$ cat src/rtl/stm_pkg.sv
package stm_pkg;

  // Strobes from the control module to the datapath counter
  typedef struct packed {
    logic cntClr;   // restart the low-ready count
    logic cntInc;   // one more low-ready sample seen
  } stallStrobe_t;

  // Control module state, reported for the bound checker
  typedef enum logic [1:0] {
    ST_IDLE    = 2'd0,
    ST_STALL   = 2'd1,
    ST_EXPIRED = 2'd2
  } stallState_t;

endpackage

$ cat src/rtl/stm_datapath.sv
module stm_datapath
  import stm_pkg::*;
#(
  parameter int unsigned LIMIT_W = 7,
  parameter int unsigned RST_CFG = 'h63
) (
  input  logic               clk,
  input  logic               rstN,
  input  logic               cfgWrEn,
  input  logic [LIMIT_W:0]   cfgWrData,
  input  stallStrobe_t       strobe,
  output logic [LIMIT_W:0]   cfgQ,
  output logic               tmoEn,
  output logic               limitReached
);

  localparam int unsigned CFG_W = LIMIT_W + 1;
  localparam logic [LIMIT_W-1:0] CNT_MAX = {LIMIT_W{1'b1}};

  logic [CFG_W-1:0]   cfgReg;
  logic [LIMIT_W-1:0] stallCnt;
  logic [LIMIT_W-1:0] limitVal;

  // Control byte: top bit enables, low bits hold the limit
  always_ff @(posedge clk) begin
    if (!rstN) begin
      cfgReg <= CFG_W'(RST_CFG);
    end else if (cfgWrEn) begin
      cfgReg <= cfgWrData;
    end
  end

  assign limitVal = cfgReg[LIMIT_W-1:0];
  assign tmoEn    = cfgReg[LIMIT_W];
  assign cfgQ     = cfgReg;

  // Low-ready sample counter, saturating so a long disabled stall cannot wrap
  always_ff @(posedge clk) begin
    if (!rstN) begin
      stallCnt <= '0;
    end else if (strobe.cntClr) begin
      stallCnt <= '0;
    end else if (strobe.cntInc && (stallCnt != CNT_MAX)) begin
      stallCnt <= stallCnt + 1'b1;
    end
  end

  // stallCnt holds the low samples before this clock; this clock is one more
  assign limitReached = (stallCnt >= limitVal);

endmodule

$ cat src/rtl/stm_control.sv
module stm_control
  import stm_pkg::*;
(
  input  logic         clk,
  input  logic         rstN,
  input  logic         cycActive,
  input  logic         periphReady,
  input  logic         tmoEn,
  input  logic         limitReached,
  output stallStrobe_t strobe,
  output logic         hostWait,
  output logic         timeoutPulse,
  output stallState_t  stateQ
);

  stallState_t state;
  stallState_t stateNext;
  logic        stallNow;
  logic        expired;
  logic        fireNow;
  logic        waitNext;

  assign stallNow = cycActive && !periphReady;
  assign expired  = (state == ST_EXPIRED);
  assign fireNow  = stallNow && tmoEn && !expired && limitReached;
  assign waitNext = stallNow && !expired && !fireNow;

  always_comb begin
    strobe.cntClr = !stallNow;
    strobe.cntInc = stallNow && !expired;
  end

  always_comb begin
    stateNext = state;
    unique case (state)
      ST_IDLE: begin
        if (fireNow)       stateNext = ST_EXPIRED;
        else if (stallNow) stateNext = ST_STALL;
      end
      ST_STALL: begin
        if (fireNow)        stateNext = ST_EXPIRED;
        else if (!stallNow) stateNext = ST_IDLE;
      end
      ST_EXPIRED: begin
        if (!cycActive) stateNext = ST_IDLE;
      end
      default: stateNext = ST_IDLE;
    endcase
  end

  always_ff @(posedge clk) begin
    if (!rstN) begin
      state        <= ST_IDLE;
      hostWait     <= 1'b0;
      timeoutPulse <= 1'b0;
    end else begin
      state        <= stateNext;
      hostWait     <= waitNext;
      timeoutPulse <= fireNow;
    end
  end

  assign stateQ = state;

endmodule

$ cat src/rtl/stall_timeout_mon.sv
module stall_timeout_mon
  import stm_pkg::*;
#(
  parameter int unsigned LIMIT_W = 7,
  parameter int unsigned RST_CFG = 'h63
) (
  input  logic             clk,
  input  logic             rstN,
  input  logic             cfgWrEn,
  input  logic [LIMIT_W:0] cfgWrData,
  output logic [LIMIT_W:0] cfgRdData,
  input  logic             cycActive,
  input  logic             periphReady,
  output logic             hostWait,
  output logic             timeoutPulse
);

  stallStrobe_t strobe;
  stallState_t  ctlState;
  logic         tmoEn;
  logic         limitReached;

  stm_datapath #(
    .LIMIT_W (LIMIT_W),
    .RST_CFG (RST_CFG)
  ) u_dp (
    .clk          (clk),
    .rstN         (rstN),
    .cfgWrEn      (cfgWrEn),
    .cfgWrData    (cfgWrData),
    .strobe       (strobe),
    .cfgQ         (cfgRdData),
    .tmoEn        (tmoEn),
    .limitReached (limitReached)
  );

  stm_control u_ctl (
    .clk          (clk),
    .rstN         (rstN),
    .cycActive    (cycActive),
    .periphReady  (periphReady),
    .tmoEn        (tmoEn),
    .limitReached (limitReached),
    .strobe       (strobe),
    .hostWait     (hostWait),
    .timeoutPulse (timeoutPulse),
    .stateQ       (ctlState)
  );

endmodule

$ cat config.mk
export PLATFORM = sky130hd
export DESIGN_NAME = stall_timeout_mon
export DESIGN_NICKNAME = d
export VERILOG_FILES = /design/src/rtl/stm_pkg.sv /design/src/rtl/stm_datapath.sv /design/src/rtl/stm_control.sv /design/src/rtl/stall_timeout_mon.sv
export SDC_FILE = /design/constraint.sdc
export NUM_CORES = 1
export LEC_CHECK = 0
export BUFFER_PORTS_ARGS = -buffer_cell sky130_fd_sc_hd__buf_4
export CELL_PAD_IN_SITES_DETAIL_PLACEMENT = 0
export CELL_PAD_IN_SITES_GLOBAL_PLACEMENT = 2
export CORE_MARGIN = 2
export CORE_UTILIZATION = 28
export CTS_CLUSTER_SIZE = 28
export DETAILED_ROUTE_END_ITERATION = 6
export PLACE_DENSITY = 0.77
export SLEW_MARGIN = 20
export SYNTH_ARGS = -nofsm -noshare
export SYNTH_HDL_FRONTEND = slang
export SYNTH_HIERARCHICAL = 1
export SYNTH_SLANG_ARGS = --single-unit
export TNS_END_PERCENT = 50
$ cat constraint.sdc
create_clock -name clk -period 1.5 [get_ports clk]
set_input_delay 0.225 -clock clk [delete_from_list [all_inputs] [get_ports clk]]
set_output_delay 0.225 -clock clk [all_outputs]
set_load 0.1 [all_outputs]
==> results.txt, run 1 <==
The tools report the critical path capture point type as a flop. The post-synthesis cell area is 962 µm². In this run the standard cell core region covers 3310 µm². For this run, asynchronously set or reset flops after synthesis account for 0%.

Setup repair after global routing could not meet its margin everywhere. The number of warning messages in the yosys log is 6, and the largest clock skew in the final design is 5.39 ps. 23 I/O pins were placed. Data on the critical path arrives at its endpoint at 1730 ps.

Final layout net count: 154. Detailed-route wire length per cell: 11.3 µm. The logs give 1390 µm² for the final instance area and 3.40 mm for the wire length of the first global-routing pass. On the critical path, the stage with the largest delay is an instance of dfxtp_1.

The tools report the sum of overflow across all layers after global routing as 0. The final count of negative-setup-slack endpoints is 1, and the routed via count is 828. The synthesized design contains 0 enable-type register cells.

For this run, the detailed router's first-pass iteration total came to 4. Once placement finished, the instance area stood at 1320 µm². At the pin with the least slew margin, the transition time is 283 ps. Startpoint-to-endpoint class of the critical path: flop to flop. Counting every instance in the synthesized netlist gives 100.

Final hold analysis gives a worst-case slack of 137 ps. The clock net in this run drives a total of 19 sinks. By area the synthesized netlist is led by dfxtp_1 (40%), ha_1 (10%), mux2i_1 (7.3%). The die width works out to 62.6 µm. The run gives 0.509 mV as the highest ir drop seen on vdd. Entering global routing, the biggest net connects 14 pins. The deepest clock path buffer count is 2. Synthesis instantiated 33 different standard cells from the library.

The floorplan die height was 62.6 µm; the count of inserted antenna diode cells was 0. The largest area contributor in the synthesized netlist is dfxtp_1. For the hold violation total from the final report, the log shows 0.

The run gives 121 as the post-synthesis net count. The final reports fail on negative setup slack. The launching element type of the critical path was a flop. TritonCTS created 3 clock buffers. Based on the critical path, the design can be clocked at up to 653 MHz. The largest driver fanout on the critical path works out to 3.

The share of Yosys cell area claimed by the top area cell type works out to 39.5%. The most used flip-flop cell after synthesis was dfxtp_1. Input and output buffers added on the ports amount to 22. Subtracting the final worst setup slack from the clock period gives 1530 ps.

In this design, the largest share of critical-path delay is due to compound AO/OA/AOI/OAI gates. The final worst slack came out at -32.2 ps. For the overall power after layout, the log shows 1.04 mW. The worst path uses 102% of the clock period. The total count of max-transition violations in the final report was 0. Using the TritonRoute via totals, the vias-per-cell ratio works out to 4.65. The HPWL after detailed placement is 1.61 mm. The synthesized area per cell is 9.62 µm², and the maximum level of the CTS H-tree is 1. The static leakage was 0.584 nW; the number of synthesized register bits was 19.

STA puts the critical path data required time at 1690 ps. The starting DRC count in detailed routing was 14. Global routing used 10.9% of the available tracks.

The signal on the critical path passes through ha_4, a21oi_1, o21a_1, o31ai_2, and4bb_1, o211a_1. The post-route antenna net violation count came out at 0. The run gives 2.01 mm as the sum of routed wire length over all layers.

The cell sitting at the root of the clock tree is a clkbuf_4. Relative to the synthesized area, the layout overhead comes to 44.7%. For this run, the share of the core covered by cells in the final layout is 42.1%. The type of the tightest min-delay check is input pin to flop. The power density over the cells was 744 nW/µm². Routability congestion estimate from global placement: 0.670.

TritonCTS built the clock tree. The via count of the first global-routing pass is 795. After clock tree synthesis, the clock-pin slew on the worst setup and hold paths is 110 ps.

For the tightest slew margin relative to the limit, the log shows 80.9%. The full die area was 3920 µm²; the number of remaining DRC errors was 0. Max-cap violations in this run came to 0.

On the worst path, the slowest cell contributes a delay of 400 ps. The number of antenna violations at the first check in global routing is 0, and the buffering stage count on the worst path with inverters included is 0. The clock reaches the later pin of the worst-skew pair after 290 ps.

After synthesis, flip-flops and latches occupy 39.5% of the total area. For the number of standard-cell rows in the floorplan, the log shows 21. The fraction of layout instances using a drive strength above 1 was 49.2%; the effective utilization at floorplan was 29.1%. The run finished, with violations left.
-- placed cells by master, fill, tap and decap left out, drive strengths merged, types with 2 or more instances in the layout --
| master | instances |
|---|---|
| nand2b | 3 |
| mux2i | 7 |
| and3 | 2 |
| clkbuf | 4 |
| a211oi | 2 |
| nor2b | 4 |
| inv | 7 |
| o211ai | 3 |
| and2b | 2 |
| nor3 | 5 |
| nor2 | 3 |
| nand3 | 3 |
| dfxtp | 19 |
| ha | 8 |
| buf | 31 |
| nand2 | 11 |
| a41oi | 2 |
| a21oi | 4 |
-- kinds of logic (layout without fill, tap and decap cells) --
group,count (synthesis),count (layout),synth area share [%]
buffers and inverters,10,42,4.81
and+or+nand+nor,36,36,22.0
AOI/OAI and AO/OA,20,20,16.0
adders and majority gates,8,8,10.4
DFF,19,19,39.5
muxes,7,7,7.28
-- Yosys cell counts (all sizes together), types with 2 or more instances --
library cell / count
dfxtp: 19
nand2: 11
ha: 8
inv: 7
mux2i: 7
nor3: 5
a21oi: 4
nor2b: 4
buf: 3
nand2b: 3
nand3: 3
nor2: 3
o211ai: 3
a211oi: 2
a41oi: 2
and2b: 2
and3: 2
-- tightest hold or removal path, delay by kind of cell --
kind | cells | cell delay [ps]
AO/OA/AOI/OAI | 1 | 60
buffers and inverters | 1 | 80
AND/OR/NAND/NOR | 1 | 40
-- final timing paths --
path,startpoint,end,slack (ps),depth (start not counted)
worst min-delay path,cfgWrData[5],u_dp/cfgQ[5],140,3
worst min register to register,u_ctl/stateQ[1],u_ctl/stateQ[0],460,1
worst max register to register,u_dp/stallCnt[6],u_ctl/stateQ[1],-30,6
worst max-delay path,u_dp/stallCnt[6],u_ctl/stateQ[1],-30,6
-- routing by layer --
layer | GRT usage, % | vias up | wire length, µm
met5 | 0 | - | 0
met2 | 17.5 | 20 | 960
met1 | 13.7 | 378 | 931
met3 | 3.78 | 2 | 102
met4 | 3.33 | 0 | 19
li1 | - | 428 | -
-- sequential cells by signal, summed over array words and instances, names as in the netlist --
| name | flops |
|---|---|
| u_ctl/hostWait | 1 |
| u_ctl/timeoutPulse | 1 |
| u_ctl/stateQ | 2 |
| u_dp/stallCnt | 7 |
| u_dp/cfgQ | 8 |
-- through the flow --
stage               std cells  setup slack (ps)  setup TNS, ps
detailed placement        173             -37.5          -37.5
finish                    178             -32.2          -32.2
global placement          173             -14.1          -14.1
CTS                       177             -20.1          -20.1
floorplan                 100              -158           -272
global route              178             -89.0           -197
-- final cells by class --
cell class	instances	area, µm²
Tap cell	46	57.6
Sequential cell	19	408
Fill cell	334	1920
Multi-Input combinational cell	71	639
Timing Repair Buffer	31	233
Clock buffer	4	26.3
Inverter	7	28.8
-- where the power goes --
group | total [mW] | internal [mW] | switching, mW | leakage (nW)
Combinational | 0.248 | 0.0850 | 0.163 | 0.411
Sequential | 0.529 | 0.517 | 0.0127 | 0.158
Clock | 0.259 | 0.103 | 0.155 | 0.0150
-- repair_timing --
| action | in CTS | in global routing |
|---|---|---|
| cloned | 0 | 0 |
| setup buffers | 0 | 1 |
| hold buffers | 0 | 0 |
| resized for setup | 2 | 5 |
| pin swaps | 1 | 5 |
| setup endpoints to repair | 1 | 6 |
| hold endpoints to repair | 0 | 0 |
Power figures use the tool's default switching activity.
==> inputs of run 2 (changes only) <==
CORE_UTILIZATION = 31   (was 28)
PLACE_DENSITY = 0.8   (was 0.77)
clock period = 1.7 ns   (was 1.5 ns; I/O delays follow)
==> run 2 against run 1 <==
  * The run now ends clean
  * Count of clock-buffer cells in the layout is the same
  * Hold slack improved by 30 ps
  * Sequential power decreased by 12%
  * Largest power group unchanged
==> results.txt, run 2 (synthesis gave the netlist of run 1 again) <==
The routed via count divided by cell count is 5.19 (+12%). The floorplan die height works out to 59.7 µm (-4.6%). The number of clock buffers inserted by TritonCTS was 3 (unchanged); the quantity of I/O buffers inserted on ports was 22 (unchanged). The tools report the required time of the critical path as 1900 ps (+210 ps). The run gives 315 (-5.7%) as the number of inserted filler cells in the final layout. The sum of overflow across all layers after global routing came out at 0 (unchanged).

Deepest clock path buffer count: 2 (unchanged). The hold buffer count at CTS is 0 (unchanged), and the maximum level of the CTS H-tree is 1 (unchanged). The hold violation total from the final report was 0 (unchanged).

First-pass iteration count of the detailed router: 4 (unchanged). In this run the clock root is driven by a clkbuf_4. The top cell types in the final layout, fill and taps aside, are buf_4 (26), dfxtp_1 (11), nand2_1 (11), mux2i_1 (7), dfxtp_4 (7). The starting DRC count in detailed routing came out at 40 (+26). In this run the worst hold path is classified as input pin to flop. The count of buffers added by post-CTS timing repair for setup was 0 (unchanged); the sum of routed wire length over all layers was 2.02 mm (+0.35%).

The run gives 2.71 ps (-2.68 ps) as the largest clock skew in the final design. The die width was 59.7 µm (-4.6%); the met1 wire length was 940 µm (+0.97%). The met2 wire length was 937 µm (-2.4%). The tools report the wire length of the first global-routing pass as 3.61 mm (+6.1%). For the total count of max-transition violations in the final report, the log shows 0 (unchanged). The count of inserted antenna diode cells is 0 (unchanged), and the max-capacitance violation count is 0 (unchanged).

The launching element type of the critical path was a flop. For the total global-route track usage, the log shows 13.6% (+2.7 points). The placed wire-length estimate is 1.57 mm (-2.4%), and the final worst hold slack is 167 ps (+30.1 ps).

The overall power after layout is 0.899 mW (-13%). The largest net degree at the start of global routing was 14 (unchanged); the largest driver fanout on the critical path was 3 (unchanged). The run gives 782 (-1.6%) as the via count of the first global-routing pass.

Compared with the post-synthesis result, the final layout area differs by 31.7%. The fmax is 631 MHz (-3.3%). For the final layout net count, the log shows 149 (-3.2%). The flow ran to the end, and the final reports show no timing, DRC or antenna violations. The length of routed met3 wiring came out at 121 µm (+19%).

The clock network latency to the later pin of the worst-skew pair is 300 ps (about the same). The detailed-route wire length per cell was 12.6 µm (+12%); the cell count after placement was 156 (-9.8%). The static leakage was 0.557 nW (-4.6%); the core region area was 3000 µm² (-9.3%). The post-route antenna net violation count came out at 0 (unchanged).

The transition time at the pin with the least slew margin came out at 275 ps (-8.22 ps). The tightest slew margin relative to the limit is 81.5% (+0.68 points). Effective utilization at floorplan: 32.0% (+3.0 points).

Setup repair after global routing could not meet its margin everywhere. The highest ir drop seen on vdd was 0.435 mV (-14%). The CTS clock-pin slew for the worst setup and hold paths was 100 ps (about the same).

Fraction of layout instances using a drive strength above 1: 38.6% (-11 points). The run gives 23 (unchanged) as the I/O pin count. The run gives 830 (+0.24%) as the routed via count. By startpoint and endpoint, the worst setup path is classified as flop to flop. The number of antenna violations at the first check in global routing is 0 (unchanged), and the flip-flop count of the largest register after layout is 8 (unchanged).

The final count of negative-setup-slack endpoints came out at 0 (-1). The power density over the cells is 709 nW/µm² (-4.7%), and the number of standard-cell rows in the floorplan is 20 (-4.8%). The library cell used most frequently in the layout, excluding fill and tap cells, is buf_4. The routability congestion estimate from global placement was 0.738 (+10%); the number of remaining DRC errors was 0 (unchanged). The run gives 1780 ps (+50 ps) as the data arrival time at the worst-slack endpoint. TritonCTS built the clock tree.

Routed signal wires occupy layers up through met4. The number of clock sinks came out at 19 (unchanged). STA classifies the critical path endpoint as a flop. The final standard cell count with taps included and fillers excluded was 160 (-10%). The ratio of final minimum period to clock period is 93.2% (-9.0 points), and the full die area is 3570 µm² (-9.1%). Post-layout minimum cycle time: 1580 ps (+51.8 ps).
==> run 2: changes by cell type in the layout (fill, tap and decap cells not counted), sizes merged <==
cell / before / now
buf: 31 / 26
==> run 2: timing repair <==
item                                    in CTS  in global routing
gates resized for setup                      0                  1
hold endpoints to repair                     0                  0
endpoints found under the setup margin       0                  1
==> run 2: per-layer routing <==
layer	vias to the layer above	track usage (%)
li1	421	-
met1	383	18.0
met2	24	21.1
met3	2	4.55
met4	0	3.81
met5	-	0
==> run 2: stage by stage <==
stage	TNS, ps	instance area [µm²]	worst slack (ps)	util, %
6_report	0	1270	116	42.2
5_1_grt	-1.52	1270	-1.52	42.2
3_3_place_gp	0	1240	179	41.3
3_5_place_dp	0	1240	108	41.3
4_1_cts	0	1270	76.5	42.2
2_1_floorplan	0	1020	13.4	-
==> run 2: layout make-up <==
cell class              count  area [µm²]  share of cell area, %
flip-flops and latches     19         408                   32.2
multi-input cells          71         571                   45.0
clock buffers               4        26.3                   2.07
well taps                  33        41.3                   3.26
inverters                   7        26.3                   2.07
repair buffers             26         195                   15.4
==> run 2: where the power goes <==
group / switching, mW / leakage, nW / internal (mW)
sequential: 0.0102 / 0.158 / 0.456
clock: 0.136 / 0.0150 / 0.0914
combinational: 0.139 / 0.384 / 0.0659
total: 0.286 / 0.557 / 0.613
==> run 2: worst max-delay path, cell delays in order, from the launching register on <==
cell	delay, ps
dfxtp_2	340
inv_1	110
ha_4	210
nand2b_1	150
a211oi_2	200
o31ai_2	100
and4bb_1	200
o211a_1	190
==> run 2: path summary, 6_finish.rpt <==
kind / startpoint / end / slack [ps] / cells after the start
max reg2reg: u_dp/stallCnt[0] / u_ctl/stateQ[1] / 120 / 7
min reg2reg: u_ctl/stateQ[1] / u_ctl/stateQ[0] / 480 / 1
min: cfgWrData[6] / u_dp/cfgQ[6] / 170 / 3
max: u_dp/stallCnt[0] / u_ctl/stateQ[1] / 120 / 7
